==> src/rtl/fbd_pkg.sv <==
package fbd_pkg;
   localparam int unsigned FBD_FRAC_BITS = 6;

   typedef enum logic {
      CFG_SETTLED = 1'b0,
      CFG_PENDING = 1'b1
   } cfg_state_e;
endpackage

==> src/rtl/fbd_shadow_regs.sv <==
module fbd_shadow_regs
   import fbd_pkg::*;
#(
   parameter int unsigned INT_W      = 16,
   parameter int unsigned FRAC_W     = 6,
   parameter int unsigned FRAC_REG_W = 8,
   parameter bit          IDLE_APPLY = 1'b1
) (
   input  logic                  clk,
   input  logic                  rst_n,
   input  logic                  int_we,
   input  logic [INT_W-1:0]      int_wdata,
   input  logic                  frac_we,
   input  logic [FRAC_REG_W-1:0] frac_wdata,
   input  logic                  lcr_we,
   input  logic                  char_done,
   output logic [INT_W-1:0]      int_rdata,
   output logic [FRAC_REG_W-1:0] frac_rdata,
   output logic [INT_W-1:0]      act_int,
   output logic [FRAC_W-1:0]     act_frac,
   output logic                  apply
);
   localparam int unsigned PAD_W = (FRAC_REG_W > FRAC_W) ? FRAC_REG_W - FRAC_W : 1;

   logic [INT_W-1:0]  sh_int;
   logic [FRAC_W-1:0] sh_frac;
   logic [INT_W-1:0]  pend_int;
   logic [FRAC_W-1:0] pend_frac;
   cfg_state_e        state;
   logic              idle_ok;

   // elaboration checks
   generate
      if (FRAC_REG_W < FRAC_W) begin : g_bad_reg_w
         $error("FRAC_REG_W must be at least FRAC_W");
      end
      if (INT_W < 2) begin : g_bad_int_w
         $error("INT_W must be at least 2");
      end
   endgenerate

   // shadow registers: software-visible, no effect on the running rate
   always_ff @(posedge clk or negedge rst_n) begin
      if (!rst_n) begin
         sh_int  <= '0;
         sh_frac <= '0;
      end else begin
         if (int_we)  sh_int  <= int_wdata;
         if (frac_we) sh_frac <= frac_wdata[FRAC_W-1:0];
      end
   end

   assign int_rdata = sh_int;

   generate
      if (FRAC_REG_W > FRAC_W) begin : g_pad
         logic unused_frac_hi;
         assign unused_frac_hi = ^frac_wdata[FRAC_REG_W-1:FRAC_W];
         assign frac_rdata     = {{PAD_W{1'b0}}, sh_frac};
      end else begin : g_nopad
         assign frac_rdata = sh_frac;
      end
   endgenerate

   // choice of apply rule when the generator is stopped
   generate
      if (IDLE_APPLY) begin : g_idle_apply
         assign idle_ok = (act_int == '0);
      end else begin : g_boundary_only
         assign idle_ok = 1'b0;
      end
   endgenerate

   assign apply = (state == CFG_PENDING) && (char_done || idle_ok);

   // pending stage and active divisor
   always_ff @(posedge clk or negedge rst_n) begin
      if (!rst_n) begin
         pend_int  <= '0;
         pend_frac <= '0;
         act_int   <= '0;
         act_frac  <= '0;
         state     <= CFG_SETTLED;
      end else begin
         if (apply) begin
            act_int  <= pend_int;
            act_frac <= pend_frac;
         end
         if (lcr_we) begin
            pend_int  <= sh_int;
            pend_frac <= sh_frac;
            state     <= CFG_PENDING;
         end else if (apply) begin
            state <= CFG_SETTLED;
         end
      end
   end

   // strobe captures the shadow seen in that cycle
   a_r4_capture: assert property (@(posedge clk) disable iff (!rst_n)
      lcr_we |=> (state == CFG_PENDING) && (pend_int == $past(int_rdata)))
      else $error("a_r4_capture");

   // no change of active divisor in mid-character
   a_r5_hold_midchar: assert property (@(posedge clk) disable iff (!rst_n)
      ((state == CFG_PENDING) && (act_int != '0) && !char_done)
      |=> ($stable(act_int) && $stable(act_frac)))
      else $error("a_r5_hold_midchar");

   generate
      if (IDLE_APPLY) begin : g_idle_chk
         // stopped generator takes the pending value at once
         a_r6_idle_commit: assert property (@(posedge clk) disable iff (!rst_n)
            ((state == CFG_PENDING) && (act_int == '0)) |=> (act_int == $past(pend_int)))
            else $error("a_r6_idle_commit");
      end
   endgenerate
endmodule

==> src/rtl/fbd_frac_accum.sv <==
module fbd_frac_accum #(
   parameter int unsigned FRAC_W = 6
) (
   input  logic              clk,
   input  logic              rst_n,
   input  logic              apply,
   input  logic              advance,
   input  logic [FRAC_W-1:0] frac,
   output logic              carry
);
   logic [FRAC_W-1:0] acc;
   logic [FRAC_W:0]   sum;

   assign sum   = {1'b0, acc} + {1'b0, frac};
   assign carry = sum[FRAC_W];

   always_ff @(posedge clk or negedge rst_n) begin
      if (!rst_n) begin
         acc <= '0;
      end else if (apply) begin
         acc <= '0;
      end else if (advance) begin
         acc <= sum[FRAC_W-1:0];
      end
   end

   // accumulator restarts on every apply
   a_r7_acc_clear: assert property (@(posedge clk) disable iff (!rst_n)
      apply |=> (acc == '0))
      else $error("a_r7_acc_clear");

   // accumulator only moves at a period end
   a_r8_acc_hold: assert property (@(posedge clk) disable iff (!rst_n)
      (!apply && !advance) |=> $stable(acc))
      else $error("a_r8_acc_hold");
endmodule

==> src/rtl/fbd_period_counter.sv <==
module fbd_period_counter #(
   parameter int unsigned INT_W = 16
) (
   input  logic             clk,
   input  logic             rst_n,
   input  logic             apply,
   input  logic [INT_W-1:0] act_int,
   input  logic             carry,
   output logic             period_end,
   output logic             tick
);
   localparam int unsigned LEN_W = INT_W + 1;

   logic [INT_W-1:0] cnt;
   logic [LEN_W-1:0] len_w;
   logic [LEN_W-1:0] cnt_nx;
   logic             enabled;

   assign enabled    = (act_int != '0);
   assign len_w      = {1'b0, act_int} + {{INT_W{1'b0}}, carry};
   assign cnt_nx     = {1'b0, cnt} + LEN_W'(1);
   assign period_end = enabled && !apply && (cnt_nx == len_w);

   always_ff @(posedge clk or negedge rst_n) begin
      if (!rst_n) begin
         cnt  <= '0;
         tick <= 1'b0;
      end else if (apply || !enabled) begin
         cnt  <= '0;
         tick <= 1'b0;
      end else if (period_end) begin
         cnt  <= '0;
         tick <= 1'b1;
      end else begin
         cnt  <= cnt_nx[INT_W-1:0];
         tick <= 1'b0;
      end
   end

   // clean restart of the period count
   a_r7_restart: assert property (@(posedge clk) disable iff (!rst_n)
      apply |=> ((cnt == '0) && !tick))
      else $error("a_r7_restart");

   // zero divisor keeps the tick low
   a_r10_idle_silent: assert property (@(posedge clk) disable iff (!rst_n)
      (act_int == '0) |=> !tick)
      else $error("a_r10_idle_silent");

   // one-clock pulse for divisors of two and above
   a_r11_single_pulse: assert property (@(posedge clk) disable iff (!rst_n)
      (tick && (act_int >= INT_W'(2))) |=> !tick)
      else $error("a_r11_single_pulse");

   // count never reaches the period length
   a_r8_cnt_bound: assert property (@(posedge clk) disable iff (!rst_n)
      enabled |-> ({1'b0, cnt} < len_w))
      else $error("a_r8_cnt_bound");
endmodule

==> src/rtl/frac_baud_gen.sv <==
module frac_baud_gen
   import fbd_pkg::*;
#(
   parameter int unsigned INT_W      = 16,
   parameter int unsigned FRAC_W     = FBD_FRAC_BITS,
   parameter int unsigned FRAC_REG_W = 8,
   parameter bit          IDLE_APPLY = 1'b1
) (
   input  logic                  clk,
   input  logic                  rst_n,
   input  logic                  div_int_we,
   input  logic [INT_W-1:0]      div_int_wdata,
   input  logic                  div_frac_we,
   input  logic [FRAC_REG_W-1:0] div_frac_wdata,
   input  logic                  line_ctl_we,
   input  logic                  char_done,
   output logic [INT_W-1:0]      div_int_rdata,
   output logic [FRAC_REG_W-1:0] div_frac_rdata,
   output logic                  baud_tick
);
   logic [INT_W-1:0]  act_int;
   logic [FRAC_W-1:0] act_frac;
   logic              apply;
   logic              carry;
   logic              period_end;

   generate
      if (INT_W > 24) begin : g_bad_int_range
         $error("INT_W above 24 is not supported");
      end
      if (FRAC_W < 1 || FRAC_W > 12) begin : g_bad_frac_range
         $error("FRAC_W must lie in 1..12");
      end
   endgenerate

   fbd_shadow_regs #(
      .INT_W      (INT_W),
      .FRAC_W     (FRAC_W),
      .FRAC_REG_W (FRAC_REG_W),
      .IDLE_APPLY (IDLE_APPLY)
   ) i_shadow (
      .clk        (clk),
      .rst_n      (rst_n),
      .int_we     (div_int_we),
      .int_wdata  (div_int_wdata),
      .frac_we    (div_frac_we),
      .frac_wdata (div_frac_wdata),
      .lcr_we     (line_ctl_we),
      .char_done  (char_done),
      .int_rdata  (div_int_rdata),
      .frac_rdata (div_frac_rdata),
      .act_int    (act_int),
      .act_frac   (act_frac),
      .apply      (apply)
   );

   fbd_frac_accum #(
      .FRAC_W (FRAC_W)
   ) i_accum (
      .clk     (clk),
      .rst_n   (rst_n),
      .apply   (apply),
      .advance (period_end),
      .frac    (act_frac),
      .carry   (carry)
   );

   fbd_period_counter #(
      .INT_W (INT_W)
   ) i_counter (
      .clk        (clk),
      .rst_n      (rst_n),
      .apply      (apply),
      .act_int    (act_int),
      .carry      (carry),
      .period_end (period_end),
      .tick       (baud_tick)
   );
endmodule

==> config.mk <==
export PLATFORM = sky130hd
export DESIGN_NAME = frac_baud_gen
export DESIGN_NICKNAME = d
export VERILOG_FILES = /design/src/rtl/fbd_pkg.sv /design/src/rtl/fbd_shadow_regs.sv /design/src/rtl/fbd_frac_accum.sv /design/src/rtl/fbd_period_counter.sv /design/src/rtl/frac_baud_gen.sv
export SDC_FILE = /design/constraint.sdc
export NUM_CORES = 1
export LEC_CHECK = 0
export BUFFER_PORTS_ARGS = -buffer_cell sky130_fd_sc_hd__buf_2
export CAP_MARGIN = 15
export CORE_ASPECT_RATIO = 2
export CORE_MARGIN = 10
export CORE_UTILIZATION = 53
export DETAILED_ROUTE_END_ITERATION = 8
export PLACE_DENSITY = 0.76
export SLEW_MARGIN = 15
export SYNTH_ARGS = -nofsm -noshare
export SYNTH_HDL_FRONTEND = slang
export SYNTH_HIERARCHICAL = 1
export SYNTH_SLANG_ARGS = --single-unit
==> constraint.sdc <==
create_clock -name clk -period 4 [get_ports clk]
set_clock_uncertainty 0.2 [all_clocks]
set_input_delay 0.4 -clock clk [delete_from_list [all_inputs] [get_ports clk]]
set_output_delay 0.4 -clock clk [all_outputs]
set_load 0.05 [all_outputs]
# After elaboration in Yosys (flattened, before gate mapping)
# Cells that the tools add are included.
[op_classes] mux=8 n_reduce_logical=11 eq_ne=1 add_sub_neg=3
[op_table] op="$mux W16" count=2
[op_table] op="$add A16 B1 Y17" count=1
[op_table] op="$add A16 B1 Y17 const B" count=1
[op_table] op="$eq A17 B17 Y1" count=1
[op_table] op="$logic_not A16 Y1" count=1
[op_table] op="$reduce_bool A16 Y1" count=1
[op_table] op="$mux W6" count=2
[op_table] op="$add A6 B6 Y7" count=1
[op_table] op="$mux W1" count=4
[op_table] op="$reduce_bool A2 Y1" count=2
[op_table] op="$logic_and A1 B1 Y1" count=3
[op_table] op="$logic_not A1 Y1" count=2
[op_table] op="$logic_or A1 B1 Y1" count=2
[totals] output_inout_bits=25 reg_bits=90 wordCells=33 inputBits=30

# Depth between registers and ports, before layout
# Gate-level depths: netlist of run 1.
[depth] depth_word=8 mapped_depth=17

# Hierarchy
# The synthesis of run 1 kept the hierarchy.
[modules_own_cells] module="fbd_shadow_regs" area_per_inst_um2=3069.2 cells_per_inst=244 n_inst=1 seq_area_each_um2=1676.6
[modules_own_cells] module="fbd_period_counter" area_per_inst_um2=1370.1 cells_per_inst=154 n_inst=1 seq_area_each_um2=425.4
[modules_own_cells] module="fbd_frac_accum" area_per_inst_um2=461.7 cells_per_inst=49 n_inst=1 seq_area_each_um2=150.1

# Worst setup path after synthesis of run 1
# Ideal clock, no wire load.
[synth_timing] path_kind="register to register" start="register i_shadow.act_frac[0]" end="register i_accum.acc[4]" path_stages_with_launch=17 t_arrival_ns=3.871 setup_slack_ns=-0.195 n_path_buf=1 cell_sequence="dfrtp_1 -> ha_1 -> fa_1 -> a21o_1 -> a21oi_2 -> o21ai_0 -> ha_1 -> ha_1 -> xor2_1 -> xnor2_1 -> nor3_1 -> nand4_1 -> or4_4 -> nor4_1 -> buf_2 -> nor2_1 -> a211o_1"
[synth_between] elab_chain_len=5
[synth_rtl] element="from (decl)" line_no="fbd_shadow_regs.sv:20" rtl="output logic [FRAC_W-1:0] act_frac,"
[synth_rtl] element="from (signal assigned)" line_no="fbd_shadow_regs.sv:87" rtl="act_frac <= pend_frac;"
[synth_rtl] element="$add A6 B6 Y7" line_no="fbd_frac_accum.sv:14" rtl="assign sum = {1'b0, acc} + {1'b0, frac};"
[synth_rtl] element="via carry" line_no="frac_baud_gen.sv:24" rtl="logic carry;"
[synth_rtl] element="$add A16 B1 Y17" line_no="fbd_period_counter.sv:20" rtl="assign len_w = {1'b0, act_int} + {{INT_W{1'b0}}, carry};"
[synth_rtl] element="$eq A17 B17 Y1" line_no="fbd_period_counter.sv:22" rtl="assign period_end = enabled && !apply && (cnt_nx == len_w);"
[synth_rtl] element="$logic_and A1 B1 Y1" line_no="fbd_period_counter.sv:22"
[synth_rtl] element="via period_end" line_no="frac_baud_gen.sv:25" rtl="logic period_end;"
[synth_rtl] element="$reduce_bool A2 Y1 (no line)"
[synth_rtl] element="to (signal assigned)" line_no="fbd_frac_accum.sv:23" rtl="acc <= sum[FRAC_W-1:0];"
[synth_rtl] element="to (decl)" line_no="fbd_frac_accum.sv:11" rtl="logic [FRAC_W-1:0] acc;"
# The timed path passes the listed nets, and every way through them passes these cells. The select of a mux whose other input is x is not followed.
# A chain may end at the register's enable or synchronous reset.

# Worst setup path in the final report of run 1
[layout_timing] start="register i_accum.acc[0]" end="register i_accum.acc[0]"
[layout_between] elab_chain_len=5
[layout_rtl] element="$add A6 B6 Y7" line_no="fbd_frac_accum.sv:14"
[layout_rtl] element="via carry" line_no="frac_baud_gen.sv:24"
[layout_rtl] element="$add A16 B1 Y17" line_no="fbd_period_counter.sv:20"
[layout_rtl] element="$eq A17 B17 Y1" line_no="fbd_period_counter.sv:22"
[layout_rtl] element="$logic_and A1 B1 Y1" line_no="fbd_period_counter.sv:22"
[layout_rtl] element="via period_end" line_no="frac_baud_gen.sv:25"
[layout_rtl] element="$reduce_bool A2 Y1 (no line)"
# The timed path passes the listed nets, and every way through them passes these cells. The select of a mux whose other input is x is not followed.

==> key figures, run 1 <==
Run status
  – Status: finished clean

Pwr
  – Total power: 2.57 mW
  – Areal power density over the cells: 445 nW/um^2
  – Leakage: around 2.5 nW
  – Largest voltage drop on the vdd net: 430 uV

Floorplan
  – Placement row count: 49
  – Overall die area: 13700 sq um
  – Number of top-level pins: 55
  – Initial standard-cell utilization of the core: roughly 54%
  – Placeable Area: approximately 9000 sq um
  – Die H: ~160 um
  – Die width: around 88 um

Global routing
  – Global-route wire length before repair: 18500 um
  – Grt ovf: 0
  – GR Util All Layers: roughly 16%
  – Vias in the first global route: between 3000 and 4000
  – Initial antenna violation count: 0
  – Pin count of the biggest net entering global routing: 91

Yosys
  – Library cell with the largest summed area after synthesis: sky130_fd_sc_hd__dfrtp_1
  – Synthesized area: ~5000 sq um
  – Biggest area contributors in the synthesized netlist: sky130_fd_sc_hd__dfrtp_1, sky130_fd_sc_hd__mux2_2, sky130_fd_sc_hd__xnor2_1, sky130_fd_sc_hd__o221ai_2, sky130_fd_sc_hd__a2bb2oi_1
  – Number of warnings issued by yosys: 6
  – Number of flip-flops and latches in the synthesized netlist: 90
  – Mean area per synthesized cell: between 10 and 15 sq um
  – Library cells used by synthesis: between 40 and 50
  – Synthesized netlist cell count: approximately 450
  – Count of flip-flops with a built-in enable after synthesis: 0
  – Post-synthesis sequential area ratio: roughly 46%
  – Fraction of registers with async set/reset: 100%
  – Most frequently used flop master after synthesis: sky130_fd_sc_hd__dfrtp_1
  – Proportion of netlist area held by the largest area contributor: between 40% and 50%

Timing
  – Final count of pins violating max slew: 0
  – Hold Fails Final Rpt: 0
  – Maximum achievable frequency: about 250 MHz
  – Post-layout minimum cycle time: roughly 4 ns
  – Final critical-path share of the clock period: ~100%
  – Endpoints failing setup: 0
  – Slew Limit Headroom: around two fifths
  – Slew at the pin with the worst max-slew slack: 0.895 ns
  – Unrepaired setup endpoints after global routing: yes

Critical path
  – Critical Path Source Type: register
  – Library cell contributing the largest single delay on the critical path: sky130_fd_sc_hd__or4_4
  – CP peak stage delay: 0.48 ns
  – Critical path start-end classification: reg -> reg
  – CP arrival: between 4 and 5 ns
  – Data required, critical path: 4.03 ns
  – Critical path fanouts, max: 6
  – Nature of the critical path endpoint: register
  – Cell mode on critical path: sky130_fd_sc_hd__ha_2
  – Cell Chain, Critical Path: ha_2, fa_2, a21o_1, a21oi_2, o21ai_2, ha_2, ha_4, xor2_1, xnor2_1, nor3_1, nand4_1, or4_4, nor4_4, buf_6, buf_12, mux2i_1, nor2_1

Route
  – Count of unresolved DRC violations after routing: 0
  – TritonRoute pass-1 iters: 4
  – First DRT Iteration DRCs: ~160
  – Total wire length: ~11000 um
  – Average wire per standard cell: 17.4 um
  – Total number of vias: between 3000 and 4000
  – Number of vias per cell: 5.90
  – DRT antenna net count: 0

Layout
  – Share of final-layout standard cells stronger than drive strength 1: roughly 33%
  – Number of antenna repair diodes: 0
  – Net total in the final layout: 555
  – Area Growth Syn to Fin: 17.6%
  – End-of-flow core utilization: a little under two thirds
  – Final cell count without fillers: just over 600

Placement
  – Input/output buffers: 50
  – DP HPWL: 7920 um
  – Routability-driven placement congestion ratio: slightly above 0.8
  – Cell Count Post-Placement: roughly 590

Clock tree
  – Number of buffers inserted during clock tree synthesis: 9
  – Buffer cell driving the clock tree root: sky130_fd_sc_hd__clkbuf_16
  – Depth of the CTS H-tree: 3
  – Clock slew at reported path FFs: 0.07 ns
  – Clock sinks: 90
  – Clock Path Buffers: 2
  – Clock insertion delay at the later pin of the skew report: around 0.34 ns
  – CTS tree: built

Hold path
  – Class of the most critical hold timing path: in -> reg

Flow run
  – Max-capacitance violation count: 0
## worst max-delay path: cells and delay by family (launching register included)
family / cells / cell delay [ns]
multiplexers: 1 / 0.18
XOR/XNOR: 2 / 0.28
buffers and inverters: 2 / 0.30
AND/OR/NAND/NOR: 5 / 1.19
AO/OA/AOI/OAI: 3 / 0.43
flip-flops: 1 / 0.38
adder cells (fa/ha/maj): 4 / 0.91
## cell usage after synthesis (9+ instances only)
cell                        instances
sky130_fd_sc_hd__a2bb2oi_1         16
sky130_fd_sc_hd__a21oi_1            9
sky130_fd_sc_hd__mux2_2            44
sky130_fd_sc_hd__nor4_1            11
sky130_fd_sc_hd__xor2_1            14
sky130_fd_sc_hd__nor2b_1           12
sky130_fd_sc_hd__xnor2_1           31
sky130_fd_sc_hd__nor2_1            31
sky130_fd_sc_hd__o221ai_2          13
sky130_fd_sc_hd__inv_1             24
sky130_fd_sc_hd__dfrtp_1           90
sky130_fd_sc_hd__clkbuf_1          15
sky130_fd_sc_hd__nand3_1           18
sky130_fd_sc_hd__nand4_1            9
sky130_fd_sc_hd__ha_1              10
sky130_fd_sc_hd__nand2_1           35
## final timing paths
kind	startpoint	endpoint	slack, ns	cells past startpoint
max in group asynchronous	rst_n	i_counter/cnt[9]$_DFF_PN0_	2.56	2
worst min register to register	i_shadow/int_rdata[3]$_DFFE_PN0P_	i_shadow/int_rdata[3]$_DFFE_PN0P_	0.32	1
min in group asynchronous	rst_n	i_accum/acc[1]$_DFFE_PN0P_	0.47	2
worst max register to register	i_accum/acc[0]$_DFFE_PN0P_	i_accum/acc[0]$_DFFE_PN0P_	0.02	17
worst min-delay path	div_frac_wdata[0]	i_shadow/sh_frac[0]$_DFFE_PN0P_	0.08	2
worst max-delay path	i_accum/acc[0]$_DFFE_PN0P_	i_accum/acc[0]$_DFFE_PN0P_	0.02	17
## where the power goes
| part | switching (mW) | internal [mW] |
|---|---|---|
| logic | 0.341 | 0.268 |
| registers | 0.145 | 1.02 |
| clock network | 0.361 | 0.428 |
## cell usage in the layout (no fill, tap or decap), types with 12 or more instances in the layout
cell type | Yosys | layout
sky130_fd_sc_hd__nand3_1 | 18 | 16
sky130_fd_sc_hd__mux2_2 | 44 | 44
sky130_fd_sc_hd__o221ai_2 | 13 | 13
sky130_fd_sc_hd__nand2_1 | 35 | 35
sky130_fd_sc_hd__dfrtp_1 | 90 | 90
sky130_fd_sc_hd__buf_4 | 2 | 26
sky130_fd_sc_hd__buf_2 | 4 | 49
sky130_fd_sc_hd__xor2_1 | 14 | 14
sky130_fd_sc_hd__nor2b_1 | 12 | 12
sky130_fd_sc_hd__a2bb2oi_1 | 16 | 16
sky130_fd_sc_hd__nor2_1 | 31 | 30
sky130_fd_sc_hd__xnor2_1 | 31 | 31
sky130_fd_sc_hd__inv_1 | 24 | 24
## layout make-up
class / count / area [sq um]
fill: 666 / 3250
multi-input combinational: 308 / 2500
sequential: 90 / 2250
timing repair buffer: 81 / 515
clock buffer: 10 / 229
tap: 102 / 128
inverter: 24 / 90.1
clock inverter: 6 / 47.5
## stage by stage
step	worst slack [ns]	cell area [sq um]	hold slack (ns)	setup TNS, ns
after floorplan	0.0482	4930	-0.0956	0
after global placement	-0.0602	5310	0.284	-0.172
after detailed placement	-0.127	5310	0.302	-1.10
after CTS	-0.0356	5690	0.0788	-0.509
after global routing	-0.101	5770	0.0859	-0.664
final	0.0187	5770	0.0825	0
## metal layers
metal	global-route usage [%]	vias to the layer above	wire [um]
met5	0	-	0
met4	6.95	0	203
met3	2.82	14	232
met2	31.4	62	6340
met1	16.5	1841	4040
li1	-	1744	-
## state kept, by name (all words and copies together), names as in the netlist, 6 cells and up
name and flops:
i_shadow/pend_frac 6, i_shadow/act_int 16, i_shadow/int_rdata 16, i_shadow/pend_int 16
i_shadow/act_frac 6, i_shadow/sh_frac 6, i_counter/cnt 16, i_accum/acc 6
## logic make-up after synthesis
family	share of synthesized area [%]
multiplexers	10.5
AND/OR/NAND/NOR	14.5
other	0.0765
flip-flops	46.0
XOR/XNOR	8.50
AO/OA/AOI/OAI	12.8
adder cells (fa/ha/maj)	2.96
buffers and inverters	4.70
## repair_timing
item                       in CTS  in global routing
hold buffers                    0                  1
buffers inserted               11                  2
hold endpoints to repair        0                 40
setup endpoints to repair      22                 22
gates resized for setup         6                  9
pin swaps                      14                 11
Note: power is estimated with default switching activity, not from simulation.
==> run 2: changes to the inputs <==
SETUP_SLACK_MARGIN = 0.3   (was unset)
==> key figures, run 2 (synthesis gave the netlist of run 1 again) <==
Run status
  – Status: finished clean (unchanged)

Clock tree
  – Depth of the CTS H-tree: 3 (unchanged)
  – Number of buffers inserted during clock tree synthesis: 9 (unchanged)
  – Clock slew at reported path FFs: 0.07 ns (about the same)
  – Clock sinks: 90 (unchanged)
  – Buffer cell driving the clock tree root: sky130_fd_sc_hd__clkbuf_16 (unchanged)
  – Clock Path Buffers: 2 (unchanged)
  – Clock insertion delay at the later pin of the skew report: 0.34 ns (about the same)
  – CTS tree: built (unchanged)

Floorplan
  – Overall die area: 13700 sq um (unchanged)
  – Die H: 156 um (unchanged)
  – Initial standard-cell utilization of the core: 54.4% (unchanged)
  – Placeable Area: 9010 sq um (unchanged)
  – Die width: 88.0 um (unchanged)
  – Placement row count: 49 (unchanged)
  – Number of top-level pins: 55 (unchanged)

Route
  – Met2 Routed Length: 6250 um (was 6340 um)
  – TritonRoute pass-1 iters: 4 (unchanged)
  – Highest metal layer with signal wires: met4 (unchanged)
  – Met1 routed wirelength after detailed routing: 4090 um (was 4040 um)
  – Average wire per standard cell: 18.0 um (was 17.4 um)
  – Total wire length: 11100 um (was 10800 um)
  – Number of vias per cell: 5.92 (was 5.90)
  – DRT antenna net count: 0 (unchanged)
  – Count of unresolved DRC violations after routing: 0 (unchanged)
  – Total number of vias: 3640 (was 3661)
  – First DRT Iteration DRCs: 204 (was 157)
  – Total length of routed met3 wires: 315 um (was 232 um)

Pwr
  – Areal power density over the cells: 443 nW/um^2 (was 445 nW/um^2)
  – Leakage: 2.45 nW (was 2.48 nW)
  – Largest voltage drop on the vdd net: 399 uV (was 430 uV)

Hold path
  – Worst hold path cell count: 2 (unchanged)
  – Worst Hold End: i_shadow/int_rdata[9]$_DFFE_PN0P_ (was i_shadow/sh_frac[0]$_DFFE_PN0P_)
  – Class of the most critical hold timing path: in -> reg (unchanged)
  – Hold path startpoint: div_int_wdata[9] (was div_frac_wdata[0])

Timing
  – Slew at the pin with the worst max-slew slack: 0.849 ns (was 0.895 ns)
  – Hold Fails Final Rpt: 0 (unchanged)
  – Final count of pins violating max slew: 0 (unchanged)
  – Fin Hold WS: 0.0885 ns (was 0.0825 ns)
  – Endpoints failing setup: 0 (unchanged)
  – Post-layout minimum cycle time: 3.98 ns (about the same)
  – Slew Limit Headroom: 43.4% (was 40.3%)
  – Maximum achievable frequency: 251 MHz (about the same)
  – Final critical-path share of the clock period: 99.5% (about the same)
  – Unrepaired setup endpoints after global routing: yes (unchanged)
  – Least setup slack across all paths after layout: 0.0206 ns (was 0.0187 ns)

Global routing
  – Initial antenna violation count: 0 (unchanged)
  – Grt ovf: 0 (unchanged)
  – Pin count of the biggest net entering global routing: 91 (unchanged)
  – GR Util All Layers: 16.8% (was 16.5%)
  – Vias in the first global route: 3939 (was 3943)
  – Global-route wire length before repair: 18700 um (was 18500 um)

Critical path
  – Critical path fanouts, max: 8 (was 6)
  – CP arrival: 3.99 ns (was 4.02 ns)
  – End of the worst register-to-register path: i_counter/cnt[13]$_DFF_PN0_ (was i_accum/acc[0]$_DFFE_PN0P_)
  – Nature of the critical path endpoint: register (unchanged)
  – Critical path start-end classification: reg -> reg (unchanged)
  – Reg2Reg Launch Point: i_accum/acc[0]$_DFFE_PN0P_ (unchanged)
  – Data required, critical path: 4.01 ns (was 4.03 ns)
  – Depth of the most critical reg-to-reg path: 16 (was 17)
  – Worst reg2reg setup slack: 0.02 ns (about the same)
  – Critical Path Source Type: register (unchanged)

Placement
  – Routability-driven placement congestion ratio: 0.857 (was 0.831)
  – DP HPWL: 7920 um (about the same)
  – Input/output buffers: 50 (unchanged)
  – Cell Count Post-Placement: 583 (was 591)
  – Worst setup slack after placement: -0.0212 ns (was -0.127 ns)

Layout
  – Area Growth Syn to Fin: 18.5% (was 17.6%)
  – Net total in the final layout: 549 (was 555)
  – Filler cell count: 675 (was 666)
  – Most used cells in the layout excluding fill and tap cells: sky130_fd_sc_hd__dfrtp_1, sky130_fd_sc_hd__buf_2, sky130_fd_sc_hd__mux2_2 (unchanged)
  – Final cell count without fillers: 615 (was 621)
  – Share of final-layout standard cells stronger than drive strength 1: 34.5% (was 33.3%)
  – Most common library cell in the layout ignoring fill and taps: sky130_fd_sc_hd__dfrtp_1 (unchanged)
  – Number of antenna repair diodes: 0 (unchanged)

Flow run
  – Max-capacitance violation count: 0 (unchanged)
run 2: worst max-delay path by stage:
stage                                  end                              from  cells past startpoint  slack, ns
6_report       i_counter/cnt[13]$_DFF_PN0_        i_accum/acc[0]$_DFFE_PN0P_                     16       0.02
5_1_grt         i_counter/cnt[2]$_DFF_PN0_        i_accum/acc[0]$_DFFE_PN0P_                     16      -0.10
4_1_cts         i_accum/acc[5]$_DFFE_PN0P_        i_accum/acc[0]$_DFFE_PN0P_                     16       0.12
3_5_place_dp    i_accum/acc[5]$_DFFE_PN0P_  i_shadow/act_frac[0]$_DFFE_PN0P_                     16      -0.02
3_3_place_gp    i_accum/acc[4]$_DFFE_PN0P_  i_shadow/act_frac[0]$_DFFE_PN0P_                     16       0.08
2_1_floorplan   i_accum/acc[4]$_DFFE_PN0P_        i_accum/acc[0]$_DFFE_PN0P_                     16       0.35
run 2: layout make-up:
| type | instances | area, sq um | share of cell area [%] |
|---|---|---|---|
| repair buffers | 75 | 487 | 8.38 |
| inverters | 24 | 90.1 | 1.55 |
| well taps | 102 | 128 | 2.20 |
| clock inverters | 6 | 50.0 | 0.862 |
| clock buffers | 10 | 229 | 3.94 |
| multi-input cells | 308 | 2570 | 44.3 |
| flip-flops and latches | 90 | 2250 | 38.8 |
run 2: routing by layer:
layer / vias up / GRT usage (%)
met5: - / 0
met3: 29 / 3.14
met1: 1799 / 17.6
met4: 0 / 8.85
met2: 86 / 30.2
li1: 1726 / -
run 2: worst max-delay path, cell delays in order, from the launching register on:
cell	delay (ns)
sky130_fd_sc_hd__dfrtp_1	0.39
sky130_fd_sc_hd__ha_2	0.21
sky130_fd_sc_hd__fa_2	0.36
sky130_fd_sc_hd__a21o_1	0.17
sky130_fd_sc_hd__a21oi_2	0.17
sky130_fd_sc_hd__o21ai_2	0.11
sky130_fd_sc_hd__ha_2	0.22
sky130_fd_sc_hd__ha_4	0.19
sky130_fd_sc_hd__xor2_2	0.15
sky130_fd_sc_hd__xnor2_1	0.14
sky130_fd_sc_hd__nor3_1	0.17
sky130_fd_sc_hd__nand4_1	0.12
sky130_fd_sc_hd__or4_4	0.46
sky130_fd_sc_hd__buf_6	0.14
sky130_fd_sc_hd__o41ai_4	0.40
sky130_fd_sc_hd__buf_6	0.19
sky130_fd_sc_hd__nor2_1	0.06
run 2: where the power goes:
| part | switching, mW | total, mW | internal (mW) |
|---|---|---|---|
| combinational | 0.354 | 0.628 | 0.274 |
| clock | 0.357 | 0.785 | 0.428 |
| sequential | 0.136 | 1.16 | 1.02 |
run 2: through the flow:
stage               power (mW)  setup TNS, ns  instance area (sq um)  util (%)
floorplan                 1.61              0                   4960         -
global placement          1.75              0                   5280      58.6
detailed placement        1.78        -0.0277                   5280      58.6
CTS                       2.58              0                   5660      62.8
global route              2.71          -1.68                   5810      64.4
finish                    2.57              0                   5810      64.4
run 2: repair_timing:
action,CTS,global route
cloned,0,1
endpoints found under the hold margin,0,47
buffers inserted,7,7
setup endpoints to repair,22,23
pin swaps,3,9
hold buffers,0,1
resized for setup,7,19
==> run 3: changes to the inputs <==
ABC_AREA = 1   (was unset)
==> key figures, run 3 <==
Yosys
  – Post-synthesis sequential area ratio: 44.5% (was 46.0%)
  – Biggest area contributors in the synthesized netlist: sky130_fd_sc_hd__dfrtp_1, sky130_fd_sc_hd__nand2_1, sky130_fd_sc_hd__nor2_1, sky130_fd_sc_hd__nand3_1, sky130_fd_sc_hd__o21ai_0 (was sky130_fd_sc_hd__dfrtp_1, sky130_fd_sc_hd__mux2_2, sky130_fd_sc_hd__xnor2_1, sky130_fd_sc_hd__o221ai_2, sky130_fd_sc_hd__a2bb2oi_1)
  – Mean area per synthesized cell: 7.14 sq um (was 11.0 sq um)
  – Library cells used by synthesis: 31 (was 49)
  – Synthesized netlist cell count: 709 (was 447)
  – Count of flip-flops with a built-in enable after synthesis: 0 (unchanged)
  – Synthesized area: 5060 sq um (was 4900 sq um)
  – Number of flip-flops and latches in the synthesized netlist: 90 (unchanged)
  – Most frequently used flop master after synthesis: sky130_fd_sc_hd__dfrtp_1 (unchanged)
  – Number of warnings issued by yosys: 6 (unchanged)
  – Fraction of registers with async set/reset: 100% (unchanged)
  – Library cell with the largest summed area after synthesis: sky130_fd_sc_hd__dfrtp_1 (unchanged)
  – Proportion of netlist area held by the largest area contributor: 44.5% (was 46.0%)
  – Library cell with the highest instance count after synthesis: sky130_fd_sc_hd__nand2_1 (was sky130_fd_sc_hd__dfrtp_1)
  – Commonest cells in the netlist: sky130_fd_sc_hd__nand2_1, sky130_fd_sc_hd__dfrtp_1, sky130_fd_sc_hd__nor2_1, sky130_fd_sc_hd__inv_1, sky130_fd_sc_hd__nand3_1 (was sky130_fd_sc_hd__dfrtp_1, sky130_fd_sc_hd__mux2_2, sky130_fd_sc_hd__nand2_1, sky130_fd_sc_hd__nor2_1, sky130_fd_sc_hd__xnor2_1)

Pwr
  – Leakage: 2.95 nW (was 2.45 nW)
  – Areal power density over the cells: 434 nW/um^2 (was 443 nW/um^2)
  – Largest voltage drop on the vdd net: 360 uV (was 399 uV)

Timing
  – Least setup slack across all paths after layout: 0.444 ns (was 0.0206 ns)
  – Final critical-path share of the clock period: 88.9% (was 99.5%)
  – Hold Fails Final Rpt: 0 (unchanged)
  – Endpoints failing setup: 0 (unchanged)
  – Post-layout minimum cycle time: 3.56 ns (was 3.98 ns)
  – Slew at the pin with the worst max-slew slack: 0.985 ns (was 0.849 ns)
  – Unrepaired setup endpoints after global routing: yes (unchanged)
  – Accumulated negative setup slack: 0 ns (unchanged)
  – Fin Hold WS: 0.0666 ns (was 0.0885 ns)
  – Maximum achievable frequency: 281 MHz (was 251 MHz)
  – Final count of pins violating max slew: 0 (unchanged)
  – Slew Limit Headroom: 33.9% (was 43.4%)

Layout
  – Area occupied by registers: 2250 sq um (unchanged)
  – Area Growth Syn to Fin: 15.9% (was 18.5%)
  – Multi-input combinational cell area: 2560 sq um (was 2570 sq um)
  – Net total in the final layout: 802 (was 549)
  – Most used cells in the layout excluding fill and tap cells: sky130_fd_sc_hd__nand2_1, sky130_fd_sc_hd__dfrtp_1, sky130_fd_sc_hd__nor2_1 (was sky130_fd_sc_hd__dfrtp_1, sky130_fd_sc_hd__buf_2, sky130_fd_sc_hd__mux2_2)
  – Filler cell count: 807 (was 675)
  – Share of final-layout standard cells stronger than drive strength 1: 13.8% (was 34.5%)
  – Final cell count without fillers: 870 (was 615)
  – End-of-flow core utilization: 63.0% (was 64.4%)
  – Most common library cell in the layout ignoring fill and taps: sky130_fd_sc_hd__nand2_1 (was sky130_fd_sc_hd__dfrtp_1)
  – Number of antenna repair diodes: 0 (unchanged)

Placement
  – Routability-driven placement congestion ratio: 0.861 (was 0.857)
  – Input/output buffers: 50 (unchanged)
  – DP HPWL: 8940 um (was 7920 um)
  – Worst setup slack after placement: -0.0104 ns (was -0.0212 ns)
  – Cell Count Post-Placement: 849 (was 583)

Floorplan
  – Placement row count: 50 (was 49)
  – Die H: 158 um (was 156 um)
  – Number of top-level pins: 55 (unchanged)
  – Overall die area: 14100 sq um (was 13700 sq um)
  – Placeable Area: 9320 sq um (was 9010 sq um)
  – Die width: 89.1 um (was 88.0 um)
  – Initial standard-cell utilization of the core: 54.3% (was 54.4%)

Hold path
  – Worst hold path cell count: 3 (was 2)
  – Class of the most critical hold timing path: in -> reg (unchanged)

Route
  – Count of unresolved DRC violations after routing: 0 (unchanged)
  – Average wire per standard cell: 13.8 um (was 18.0 um)
  – Total wire length: 12000 um (was 11100 um)
  – TritonRoute pass-1 iters: 4 (unchanged)
  – First DRT Iteration DRCs: 261 (was 204)
  – Number of vias per cell: 5.22 (was 5.92)
  – Total number of vias: 4543 (was 3640)
  – DRT antenna net count: 0 (unchanged)

Critical path
  – CP peak stage delay: 0.40 ns (was 0.46 ns)
  – Critical path fanouts, max: 6 (was 8)
  – Critical Path Source Type: register (unchanged)
  – CP arrival: 3.59 ns (was 3.99 ns)
  – Critical path start-end classification: reg -> reg (unchanged)
  – Data required, critical path: 4.03 ns (was 4.01 ns)
  – Library cell contributing the largest single delay on the critical path: sky130_fd_sc_hd__dfrtp_1 (was sky130_fd_sc_hd__or4_4)
  – Depth of the most critical reg-to-reg path: 23 (was 16)
  – Worst reg2reg setup slack: 0.44 ns (was 0.02 ns)
  – CP top delay family: simple AND/OR/NAND/NOR gates (was adder cells)
  – Nature of the critical path endpoint: register (unchanged)
  – Cell Chain, Critical Path: ha_4, fa_2, nand3_2, nand2_2, a21oi_2, o21bai_1, ha_2, ha_4, nand2_2, nor2_4, nand2_2, nand2_2, nand2_1, nor2_1, inv_1, nand3b_1, nor2_1, nand3_1, nor2_4, buf_6, nor2_2, nand2_1, o31ai_1 (was ha_2, fa_2, a21o_1, a21oi_2, o21ai_2, ha_2, ha_4, xor2_2, xnor2_1, nor3_1, nand4_1, or4_4, buf_6, o41ai_4, buf_6, nor2_1)
  – Buf/Inv on CP: 2 (unchanged)
  – Cell mode on critical path: sky130_fd_sc_hd__nand2_2
  – Cell depth of the worst setup path: 23 (was 16)

Global routing
  – Global-route wire length before repair: 19900 um (was 18700 um)
  – Initial antenna violation count: 0 (unchanged)
  – Pin count of the biggest net entering global routing: 64 (was 91)
  – Grt ovf: 0 (unchanged)
  – Vias in the first global route: 4544 (was 3939)
  – GR Util All Layers: 17.6% (was 16.8%)

Run status
  – Status: finished clean (unchanged)

Clock tree
  – Buffer cell driving the clock tree root: sky130_fd_sc_hd__clkbuf_16 (unchanged)
  – Number of buffers inserted during clock tree synthesis: 9 (unchanged)
  – Clock slew at reported path FFs: 0.07 ns (about the same)
  – CTS tree: built (unchanged)
  – Clock sinks: 90 (unchanged)
  – Depth of the CTS H-tree: 3 (unchanged)
  – Clock Path Buffers: 2 (unchanged)
  – Clock insertion delay at the later pin of the skew report: 0.34 ns (about the same)

Flow run
  – Max-capacitance violation count: 0 (unchanged)
-- run 3: power breakdown --
part	switching [mW]	total [mW]	internal, mW
Sequential	0.105	1.11	1.00
Combinational	0.334	0.502	0.168
Clock	0.367	0.938	0.571
-- run 3: tightest hold or removal path: stages --
cell	delay (ns)
sky130_fd_sc_hd__buf_2	0.07
sky130_fd_sc_hd__nand2_1	0.03
sky130_fd_sc_hd__o21ai_0	0.06
-- run 3: routing by layer --
layer / track usage, % / routed length [um] / share of wire [%]
met1: 17.7 / 4580 / 38
met4: 8.99 / 359 / 3.0
met5: 0 / 0 / 0
met2: 32.9 / 6680 / 56
met3: 2.93 / 392 / 3.3
-- run 3: path summary, 6_finish.rpt --
path / startpoint / to
worst max-delay path: i_accum/acc[0]$_DFFE_PN0P_ / i_accum/acc[2]$_DFFE_PN0P_
worst min-delay path: div_int_wdata[10] / i_shadow/int_rdata[10]$_DFFE_PN0P_
worst max register to register: i_accum/acc[0]$_DFFE_PN0P_ / i_accum/acc[2]$_DFFE_PN0P_
worst min register to register: i_shadow/pend_int[2]$_DFFE_PN0P_ / i_shadow/pend_int[2]$_DFFE_PN0P_
max in group asynchronous: rst_n / i_shadow/sh_frac[3]$_DFFE_PN0P_
min in group asynchronous: rst_n / i_counter/cnt[11]$_DFF_PN0_
-- run 3: area by class of cell --
cell class | instances | share of cell area, %
inverter | 70 | 4.48
sequential | 90 | 38.4
clock inverter | 6 | 1.62
tap | 104 | 2.22
clock buffer | 10 | 4.07
timing repair buffer | 59 | 5.57
multi-input combinational | 531 | 43.7
-- run 3: per-stage QoR --
stage                     instance area, sq um  total power [mW]
final                                     5870              2.55
after global routing                      5870              2.68
after detailed placement                  5370              1.60
after floorplan                           5070              1.47
after CTS                                 5770              2.55
after global placement                    5370              1.58
-- run 3: what timing repair did --
item	CTS	global route
resized for setup	13	15
setup buffers	1	3
pin swaps	6	10
hold buffers	1	0
setup endpoints to repair	22	22
endpoints found under the hold margin	62	0
-- run 3: kinds of logic after synthesis --
group,share of synthesized area [%]
buffers and inverters,7.41
other,0.0741
adders and majority gates,2.87
AOI/OAI and AO/OA,6.50
xor gates and xnor gates,2.42
DFF,44.5
and+or+nand+nor,36.2
